--- config.mk ---
export PLATFORM = sky130hd
export DESIGN_NAME = llr_branch_extrinsic
export DESIGN_NICKNAME = d
export VERILOG_FILES = /design/src/rtl/llr_branch_extrinsic.sv
export SDC_FILE = /design/constraint.sdc
export NUM_CORES = 2
export LEC_CHECK = 0
export BUFFER_PORTS_ARGS = -buffer_cell sky130_fd_sc_hd__buf_4
export CORE_ASPECT_RATIO = 1.75
export CORE_UTILIZATION = 62
export DETAILED_ROUTE_END_ITERATION = 8
export GPL_ROUTABILITY_DRIVEN = 0
export PLACE_DENSITY = 0.86
export SYNTH_ARGS = -nofsm -noshare
export SYNTH_HDL_FRONTEND = slang
export SYNTH_SLANG_ARGS = --single-unit
--- constraint.sdc ---
create_clock -name clk -period 8.1 [get_ports clk]
set_input_delay 0.81 -clock clk [delete_from_list [all_inputs] [get_ports clk]]
set_output_delay 0.81 -clock clk [all_outputs]
set_load 0.05 [all_outputs]
--- src/rtl/llr_branch_extrinsic.sv ---
module llr_branch_extrinsic #(
  parameter int AW   = 9,
  parameter int CW   = 10,
  parameter int BW   = 10,
  parameter int LW   = 12,
  parameter int WIN  = 40,
  parameter int NWIN = 4
) (
  input  logic                 clk,
  input  logic                 rst_n,
  input  logic                 in_valid,
  input  logic signed [AW-1:0] apri,
  input  logic signed [CW-1:0] lc_ys,
  input  logic signed [CW-1:0] lc_yp,
  output logic                 gam_valid,
  output logic signed [BW-1:0] gam3,
  output logic signed [BW-1:0] gam2,
  output logic signed [BW-1:0] gam1,
  output logic signed [BW-1:0] gam0,
  input  logic                 llr_valid,
  input  logic signed [LW-1:0] llr,
  output logic                 ext_valid,
  output logic signed [AW-1:0] ext
);

  localparam int XW    = ((AW > CW) ? AW : CW) + 1;
  localparam int SW    = XW + 1;
  localparam int DW    = ((LW > BW + 1) ? LW : BW + 1) + 1;
  localparam int DEPTH = WIN * NWIN;
  localparam int PW    = (DEPTH > 1) ? $clog2(DEPTH) : 1;
  localparam int OW    = (WIN > 1) ? $clog2(WIN) : 1;

  localparam logic signed [SW-1:0] BM_HI = SW'((2 ** (BW - 1)) - 1);
  localparam logic signed [SW-1:0] BM_LO = SW'(-(2 ** (BW - 1)));
  localparam logic signed [DW-1:0] EX_HI = DW'((2 ** (AW - 1)) - 1);
  localparam logic signed [DW-1:0] EX_LO = DW'(-(2 ** (AW - 1)));
  localparam logic signed [BW-1:0] GMIN  = {1'b1, {(BW-1){1'b0}}};

  function automatic logic signed [BW-1:0] sat_bm(input logic signed [SW-1:0] v);
    if (v > BM_HI) return BM_HI[BW-1:0];
    if (v < BM_LO) return BM_LO[BW-1:0];
    return v[BW-1:0];
  endfunction

  function automatic logic signed [AW-1:0] sat_ex(input logic signed [DW-1:0] v);
    if (v > EX_HI) return EX_HI[AW-1:0];
    if (v < EX_LO) return EX_LO[AW-1:0];
    return v[AW-1:0];
  endfunction

  // metric formation
  logic signed [XW-1:0] sum_s, th1;
  logic signed [CW-1:0] th2;
  logic signed [BW-1:0] g3_s, g2_s, g1_s, g0_s;

  assign sum_s = $signed({{(XW-AW){apri[AW-1]}}, apri}) + $signed({{(XW-CW){lc_ys[CW-1]}}, lc_ys});
  assign th1   = sum_s >>> 1;
  assign th2   = lc_yp >>> 1;
  assign g3_s  = sat_bm(SW'(th1) + SW'(th2));
  assign g2_s  = sat_bm(SW'(th1) - SW'(th2));
  assign g0_s  = sat_bm(-SW'(g3_s));
  assign g1_s  = sat_bm(-SW'(g2_s));

  always_ff @(posedge clk or negedge rst_n) begin
    if (!rst_n) begin
      gam_valid <= 1'b0;
      gam3 <= '0;
      gam2 <= '0;
      gam1 <= '0;
      gam0 <= '0;
    end else begin
      gam_valid <= in_valid;
      if (in_valid) begin
        gam3 <= g3_s;
        gam2 <= g2_s;
        gam1 <= g1_s;
        gam0 <= g0_s;
      end
    end
  end

  // half-metric ring buffer
  logic [2*BW-1:0] mem [DEPTH];
  logic [PW-1:0]   wp, rbase, raddr;
  logic [OW-1:0]   roff;

  always_ff @(posedge clk) begin
    if (in_valid) mem[wp] <= {g3_s, g2_s};
  end

  always_ff @(posedge clk or negedge rst_n) begin
    if (!rst_n) wp <= '0;
    else if (in_valid) wp <= (wp == PW'(DEPTH - 1)) ? '0 : wp + 1'b1;
  end

  assign raddr = rbase + PW'(WIN - 1) - PW'(roff);

  always_ff @(posedge clk or negedge rst_n) begin
    if (!rst_n) begin
      roff  <= '0;
      rbase <= '0;
    end else if (llr_valid) begin
      if (roff == OW'(WIN - 1)) begin
        roff  <= '0;
        rbase <= (rbase == PW'(DEPTH - WIN)) ? '0 : rbase + PW'(WIN);
      end else begin
        roff <= roff + 1'b1;
      end
    end
  end

  // extrinsic formation
  logic [2*BW-1:0]      rd_word;
  logic signed [BW-1:0] rg3, rg2;
  logic signed [DW-1:0] gsum, diff;

  assign rd_word = mem[raddr];
  assign rg3     = rd_word[2*BW-1:BW];
  assign rg2     = rd_word[BW-1:0];
  assign gsum    = DW'(rg3) + DW'(rg2);
  assign diff    = DW'(llr) - gsum;

  always_ff @(posedge clk or negedge rst_n) begin
    if (!rst_n) begin
      ext_valid <= 1'b0;
      ext       <= '0;
    end else begin
      ext_valid <= llr_valid;
      if (llr_valid) ext <= sat_ex(diff);
    end
  end

  a_r5_valid_follows: assert property (@(posedge clk) disable iff (!rst_n)
    in_valid |=> gam_valid);
  a_r5_hold: assert property (@(posedge clk) disable iff (!rst_n)
    !in_valid |=> ($stable(gam3) && $stable(gam2) && $stable(gam1) && $stable(gam0)));
  a_r3_neg_no_min: assert property (@(posedge clk) disable iff (!rst_n)
    gam_valid |-> (gam0 != GMIN && gam1 != GMIN));
  a_r3_neg_sign: assert property (@(posedge clk) disable iff (!rst_n)
    (gam_valid && gam3 > 0) |-> (gam0 < 0));
  a_r6_ext_follows: assert property (@(posedge clk) disable iff (!rst_n)
    llr_valid |=> ext_valid);
  a_r7_offset_range: assert property (@(posedge clk) disable iff (!rst_n)
    roff <= OW'(WIN - 1));

endmodule

== Word-level counts from Yosys, hierarchy flattened ==
Memory sizes are Yosys's and may differ from the RTL's.
Index checks and enable logic that the tools add are counted.

* Input port bits: 45
* Register bits after elaboration: 73
* Word-level logic and storage cells: 79
* Memories: 1
* Memory bits (writable): 3,200
* Output and inout port bits: 51

* Reductions and logical operators: 1
* Eq/ne operators: 3
* Multiplexer cells: 42
* Magnitude comparators: 10
* Add/subtract/negate cells: 12

{| class="wikitable"
|+ Memory list
! memory !! words !! bits a word !! rd ports !! clocked after memory_dff !! wr ports !! line !! source
|-
| mem || 160 || 20 || 1 || 0 || 1 || 83 || <nowiki>logic [2*BW-1:0] mem [DEPTH];</nowiki>
|}

{| class="wikitable"
|+ Operator list
! kind !! number
|-
| $mux 10 || 16
|-
| $mux 9 || 4
|-
| $gt 12x10->1 const B || 2
|-
| $lt 12x10->1 const B || 2
|-
| $neg 10->12 || 2
|-
| $gt 11x10->1 const B || 2
|-
| $lt 11x10->1 const B || 2
|-
| $mux 1 || 19
|-
| $add 8x6->8 const B || 2
|-
| $mux 8 || 2
|-
| $gt 13x9->1 const B || 1
|-
| $lt 13x9->1 const B || 1
|-
| $sub 12x11->13 || 1
|-
| $add 10x10->11 || 1
|-
| $add 10x9->11 || 1
|-
| $add 9x10->11 || 1
|-
| $sub 10x9->11 || 1
|-
| $add 8x1->8 const B || 1
|-
| $eq 8x7->1 const B || 1
|-
| $eq 8x8->1 const B || 1
|-
| $sub 8x6->8 || 1
|-
| $add 6x1->6 const B || 1
|-
| $eq 6x6->1 const B || 1
|-
| $mux 6 || 1
|-
| $reduce_and 2->1 || 1
|}

== Longest topological paths before layout ==
* Depth in word-level cells: 13
* Mapped depth: 28
* Gate-level depth less buffers: 27

== Worst setup path after synthesis ==
Ideal clock, no wire load.

* Path kind: input -> register
* From: input port apri[0]
* To: register gam1[0]
* Cell stages on the path: 25
* Setup time: 0.105 ns
* Arrival time: 12.080 ns
* Setup slack: -4.085 ns
* Path buffers: 1
* Cells stage by stage: and2_1 > fa_1 > a21o_1 > a21oi_1 > nor2b_1 > o21ai_0 > nand2b_1 > a21oi_1 > o21ba_2 > xnor2_1 > ha_1 > buf_2 > or2_2 > o311a_1 > or2_4 > nor2_2 > o21ai_4 > o21ai_0 > inv_1 > ha_1 > nand2_1 > nor2_1 > o41ai_4 > o21ai_1 > o21ai_1

* Word-level cells in the longest chain between the ends: 13
* Elaborated cells between the ends (all ways): 19
* Classes of those cells: add/sub: 3; order compare: 4; mux: 12

{| class="wikitable"
|+ Ends and longest elaborated chain
! element !! line !! source
|-
| start: declaration || 12 || <nowiki>input logic signed [AW-1:0] apri,</nowiki>
|-
| $add 9x10->11 * || 56 || <nowiki>assign sum_s = $signed({{(XW-AW){apri[AW-1]}}, apri}) + $signed({{(XW-CW){lc_ys[CW-1]}}, lc_ys});</nowiki>
|-
| $sub 10x9->11 * || 60 || <nowiki>assign g2_s = sat_bm(SW'(th1) - SW'(th2));</nowiki>
|-
| $lt 11x10->1 || 41 || <nowiki>if (v < BM_LO) return BM_LO[BW-1:0];</nowiki>
|-
| $mux 1 (2 in a row) || 41 ||
|-
| $mux 10 || 42 || <nowiki>return v[BW-1:0];</nowiki>
|-
| $mux 10 * || 41 ||
|-
| named net g2_s[0] || 54 || <nowiki>logic signed [BW-1:0] g3_s, g2_s, g1_s, g0_s;</nowiki>
|-
| $neg 10->12 * || 62 || <nowiki>assign g1_s = sat_bm(-SW'(g2_s));</nowiki>
|-
| $lt 12x10->1 || 41 ||
|-
| $mux 1 (2 in a row) || 41 ||
|-
| $mux 10 || 42 ||
|-
| $mux 10 * || 41 ||
|-
| end signal: assignment || 76 || <nowiki>gam1 <= g1_s;</nowiki>
|-
| end: declaration || 18 || <nowiki>output logic signed [BW-1:0] gam1,</nowiki>
|}

The timed path passes the listed nets; every way through them passes the cells marked *. The select of a mux whose other input is x is not followed.
A chain may end at the register's enable or synchronous reset.

== Worst setup path in the final report ==
* From: register rbase[3]
* To: register ext[7]

* Word-level cells in the longest chain between the ends: 11
* Elaborated cells between the ends (all ways): 15
* Classes of those cells: add/sub: 4; order compare: 2; mux: 8; memory: 1

{| class="wikitable"
|+ Ends and longest elaborated chain
! element !! line !! source
|-
| start: declaration || 84 || <nowiki>logic [PW-1:0] wp, rbase, raddr;</nowiki>
|-
| start signal: assignment || 105 || <nowiki>rbase <= (rbase == PW'(DEPTH - WIN)) ? '0 : rbase + PW'(WIN);</nowiki>
|-
| $add 8x6->8 * || 96 || <nowiki>assign raddr = rbase + PW'(WIN - 1) - PW'(roff);</nowiki>
|-
| $sub 8x6->8 * || 96 ||
|-
| $mem_v2 160x20 * || -- ||
|-
| $add 10x10->11 * || 120 || <nowiki>assign gsum = DW'(rg3) + DW'(rg2);</nowiki>
|-
| $sub 12x11->13 * || 121 || <nowiki>assign diff = DW'(llr) - gsum;</nowiki>
|-
| $lt 13x9->1 || 47 || <nowiki>if (v < EX_LO) return EX_LO[AW-1:0];</nowiki>
|-
| $mux 1 (2 in a row) || 47 ||
|-
| $mux 1 || 129 || <nowiki>if (llr_valid) ext <= sat_ex(diff);</nowiki>
|-
| $mux 9 || 48 || <nowiki>return v[AW-1:0];</nowiki>
|-
| $mux 9 * || 47 ||
|-
| end signal: assignment || 129 ||
|-
| end: declaration || 23 || <nowiki>output logic signed [AW-1:0] ext</nowiki>
|}

Mark *: on every way between the ends. The rest lies on a longest branch, timed or not. The select of a mux whose other input is x is not followed.

==> impl_metrics.json <==
{
  "cp.required_ns": 8.90,
  "cpLargestDelayFamily": "compound AO/OA/AOI/OAI gates",
  "worst_clock_skew_ns": 0.0437,
  "crit_type": "flip-flop to flip-flop",
  "max_freq_ghz": 0.125,
  "cts_hold_buf": 0,
  "cp_common_cell": "ha_1",
  "slew_viol_final": 2,
  "cpMaxStageDelayCell": "a311oi_2",
  "reg2reg_slack_ns": 0.10,
  "reg2reg_to": "ext[7]",
  "cap_violations": 1,
  "grt_start_max_net_pins": 163,
  "drt_pass1_iterations": 7,
  "dp_hpwl_microns": 205000,
  "netlist_area_sq_um": 129000,
  "synth_cells": 5727,
  "cts.sinks": 3270,
  "dieArea_sq_um": 210000,
  "io_pins": 96,
  "yosysWarnings": 0,
  "cts_setup_buffers": 0,
  "core_area_sq_um": 207000,
  "grt_pass1_wl_microns": 548000,
  "final_hold_viol_count": 0,
  "cts_tree": "done",
  "grt_usage_pct": 37.9,
  "min_path_type": "primary input to asynchronous set/reset pin",
  "dr_total_vias": 69400,
  "drive_gt1_share_pct": 31.8,
  "fin_tns_setup_ns": 0,
  "synth_area_leaders": "edfxtp_1 (75%), mux4_2 (17%), dfrtp_1 (1.4%)",
  "final-seq-area_sq_um": 97800,
  "slew_headroom_pct": -1.75,
  "rsz0062_at_grt": "false",
  "drt-total-wl_microns": 391000,
  "yosysTopAreaCell": "edfxtp_1",
  "synth-edff-count": 3200,
  "crit_fanout": 32,
  "yosysMostFrequentCell": "edfxtp_1",
  "clock_tree.root_cell": "clkbuf_16",
  "cp_slowest_stage_delay_ns": 0.58,
  "die_x_microns": 347,
  "clock_latency_ns": 0.87,
  "cts_max_level": 5,
  "synth-seq-cells": 3270,
  "via_per_inst": 7.77,
  "status": "finished with violations",
  "worstRegToRegCells": 25,
  "synth-seq-area-share_pct": 75.9,
  "clk_path_buf_depth": 4,
  "rows": 221,
  "critPathBufInv": 5,
  "critPathArrivalTime_ns": 8.80,
  "antenna_found_initial": 22,
  "ant_nets": 0,
  "wl_per_cell_microns": 43.8,
  "syn_avg_cell_area_sq_um": 22.5,
  "overflow": 0,
  "worstMarginPinSlew_ns": 1.52,
  "nFillCells": 10600,
  "yosysTopAreaCellShare_pct": 74.6,
  "numCtsBuffers": 275,
  "rr_startpoint": "rbase[3]",
  "die_h_microns": 605,
  "drc": 0,
  "multi_input_area_sq_um": 30400,
  "fin_nets": 6184,
  "grt_pass1_vias": 70000,
  "drtIter0Drc": 13800,
  "initial_core_util_pct": 62.3,
  "yosysUniqueCellTypes": 94,
  "synthToLayoutAreaGrowth_pct": 11.4,
  "fin_crit_ns": 8.00,
  "setup_violations": 0,
  "ys_top_cells_by_count": "edfxtp_1 (3200), mux4_2 (1000), nor2_1 (220)",
  "port_buffers": 94,
  "async_flop_share_pct": 2.14,
  "end_kind": "flip-flop",
  "crit_path_start_kind": "flip-flop",
  "ys.flop_type": "edfxtp_1",
  "final.period_utilization_pct": 98.7,
  "clk_pin_slew_ns": 0.07,
  "violations": "capacitance limit, slew limit"
}
[final cells by class]
class                           count  share of cell area, %
Inverter                           66                  0.178
Timing Repair Buffer              352                   2.13
Clock buffer                      326                   5.07
Clock inverter                    140                  0.907
Multi-Input combinational cell   2095                   21.2
Tap cell                         2676                   2.33
Antenna cell                        9                 0.0157
Sequential cell                  3270                   68.2
[how the worst max path moves through the flow]
stage / start / endpoint / slack (ns) / depth (start not counted)
floorplan: apri[0] / gam1[1] / 0.16 / 25
global placement: rbase[3] / ext[0] / 0.51 / 25
detailed placement: rbase[3] / ext[2] / 0.37 / 25
CTS: rbase[3] / ext[7] / 0.17 / 25
global route: rbase[3] / ext[7] / 0.02 / 20
finish: rbase[3] / ext[7] / 0.10 / 25
[placed cells by master, fill, tap and decap left out, drive strengths merged, types with 36 or more instances in the layout]
cell type	Yosys	layout
edfxtp	3200	3200
mux4	1000	1000
buf	141	352
clkbuf	158	326
nor2	223	223
nand2	204	204
clkinv	0	94
inv	66	74
dfrtp	70	70
o21ai	69	69
nand3	67	67
ha	63	63
a21oi	53	53
xnor2	36	36
[state kept, by name, indices dropped and copies added (netlist names), 5 cells and up]
name	flops
mem	3200
rbase	5
roff	6
ext	9
gam3	10
wp	8
gam2	10
gam1	10
gam0	10
[metrics by stage]
stage | worst slack, ns | hold WS (ns) | instances | utilization [%] | area (sq um)
after floorplan | 0.160 | 0.483 | 5730 | - | 129000
after global placement | 0.509 | 0.468 | 8457 | 65.2 | 135000
after detailed placement | 0.367 | 0.469 | 8457 | 65.2 | 135000
after CTS | 0.169 | 0.166 | 8923 | 69.4 | 143000
after global routing | 0.0244 | 0.219 | 8926 | 69.4 | 144000
final | 0.105 | 0.151 | 8934 | 69.4 | 144000
[worst reg2reg max path, stage by stage, from the launching register on]
cell and delay (ns):
dfrtp_1 0.55, inv_1 0.13, ha_1 0.34, inv_1 0.11, ha_1 0.36, xor2_4 0.27
buf_12 0.40, buf_4 0.45, mux4_2 0.58, and2_1 0.31, a211oi_2 0.53, a211oi_1 0.17
a311oi_2 0.58, a31oi_1 0.12, ha_1 0.38, inv_1 0.06, ha_1 0.28, o21a_1 0.10
o21ai_0 0.15, nand2b_1 0.12, a41o_1 0.31, o41ai_1 0.44, xor2_1 0.15, or4_1 0.57
nand3_1 0.24, o221a_2 0.24
[metal layers]
| layer | up-vias | GRT usage, % | wire (microns) |
|---|---|---|---|
| met5 | - | 0 | 72 |
| met4 | 12 | 28.1 | 38200 |
| met3 | 2040 | 9.97 | 52800 |
| met2 | 7843 | 60.7 | 189000 |
| met1 | 34800 | 44.6 | 111000 |
| li1 | 24700 | - | - |
[logic make-up (layout without fill, tap and decap cells)]
family                   Yosys count  count (layout)  synth area share (%)
adder cells (fa/ha/maj)           91              91                 0.955
buffers and inverters            365             884                  1.18
multiplexers                    1038            1038                  17.8
AND/OR/NAND/NOR                  620             620                  2.18
other                              1              13               0.00291
XOR/XNOR                          56              56                 0.381
flip-flops                      3270            3270                  75.9
AO/OA/AOI/OAI                    286             286                  1.55
[timing repair]
action / CTS / global route
pin swaps: 0 / 4
resized for setup: 1 / 13
endpoints found under the setup margin: 8 / 8
Power is left out: the tool's default activity adds up to more than one toggle a clock period on the data nets, which glitch-free logic cannot reach.
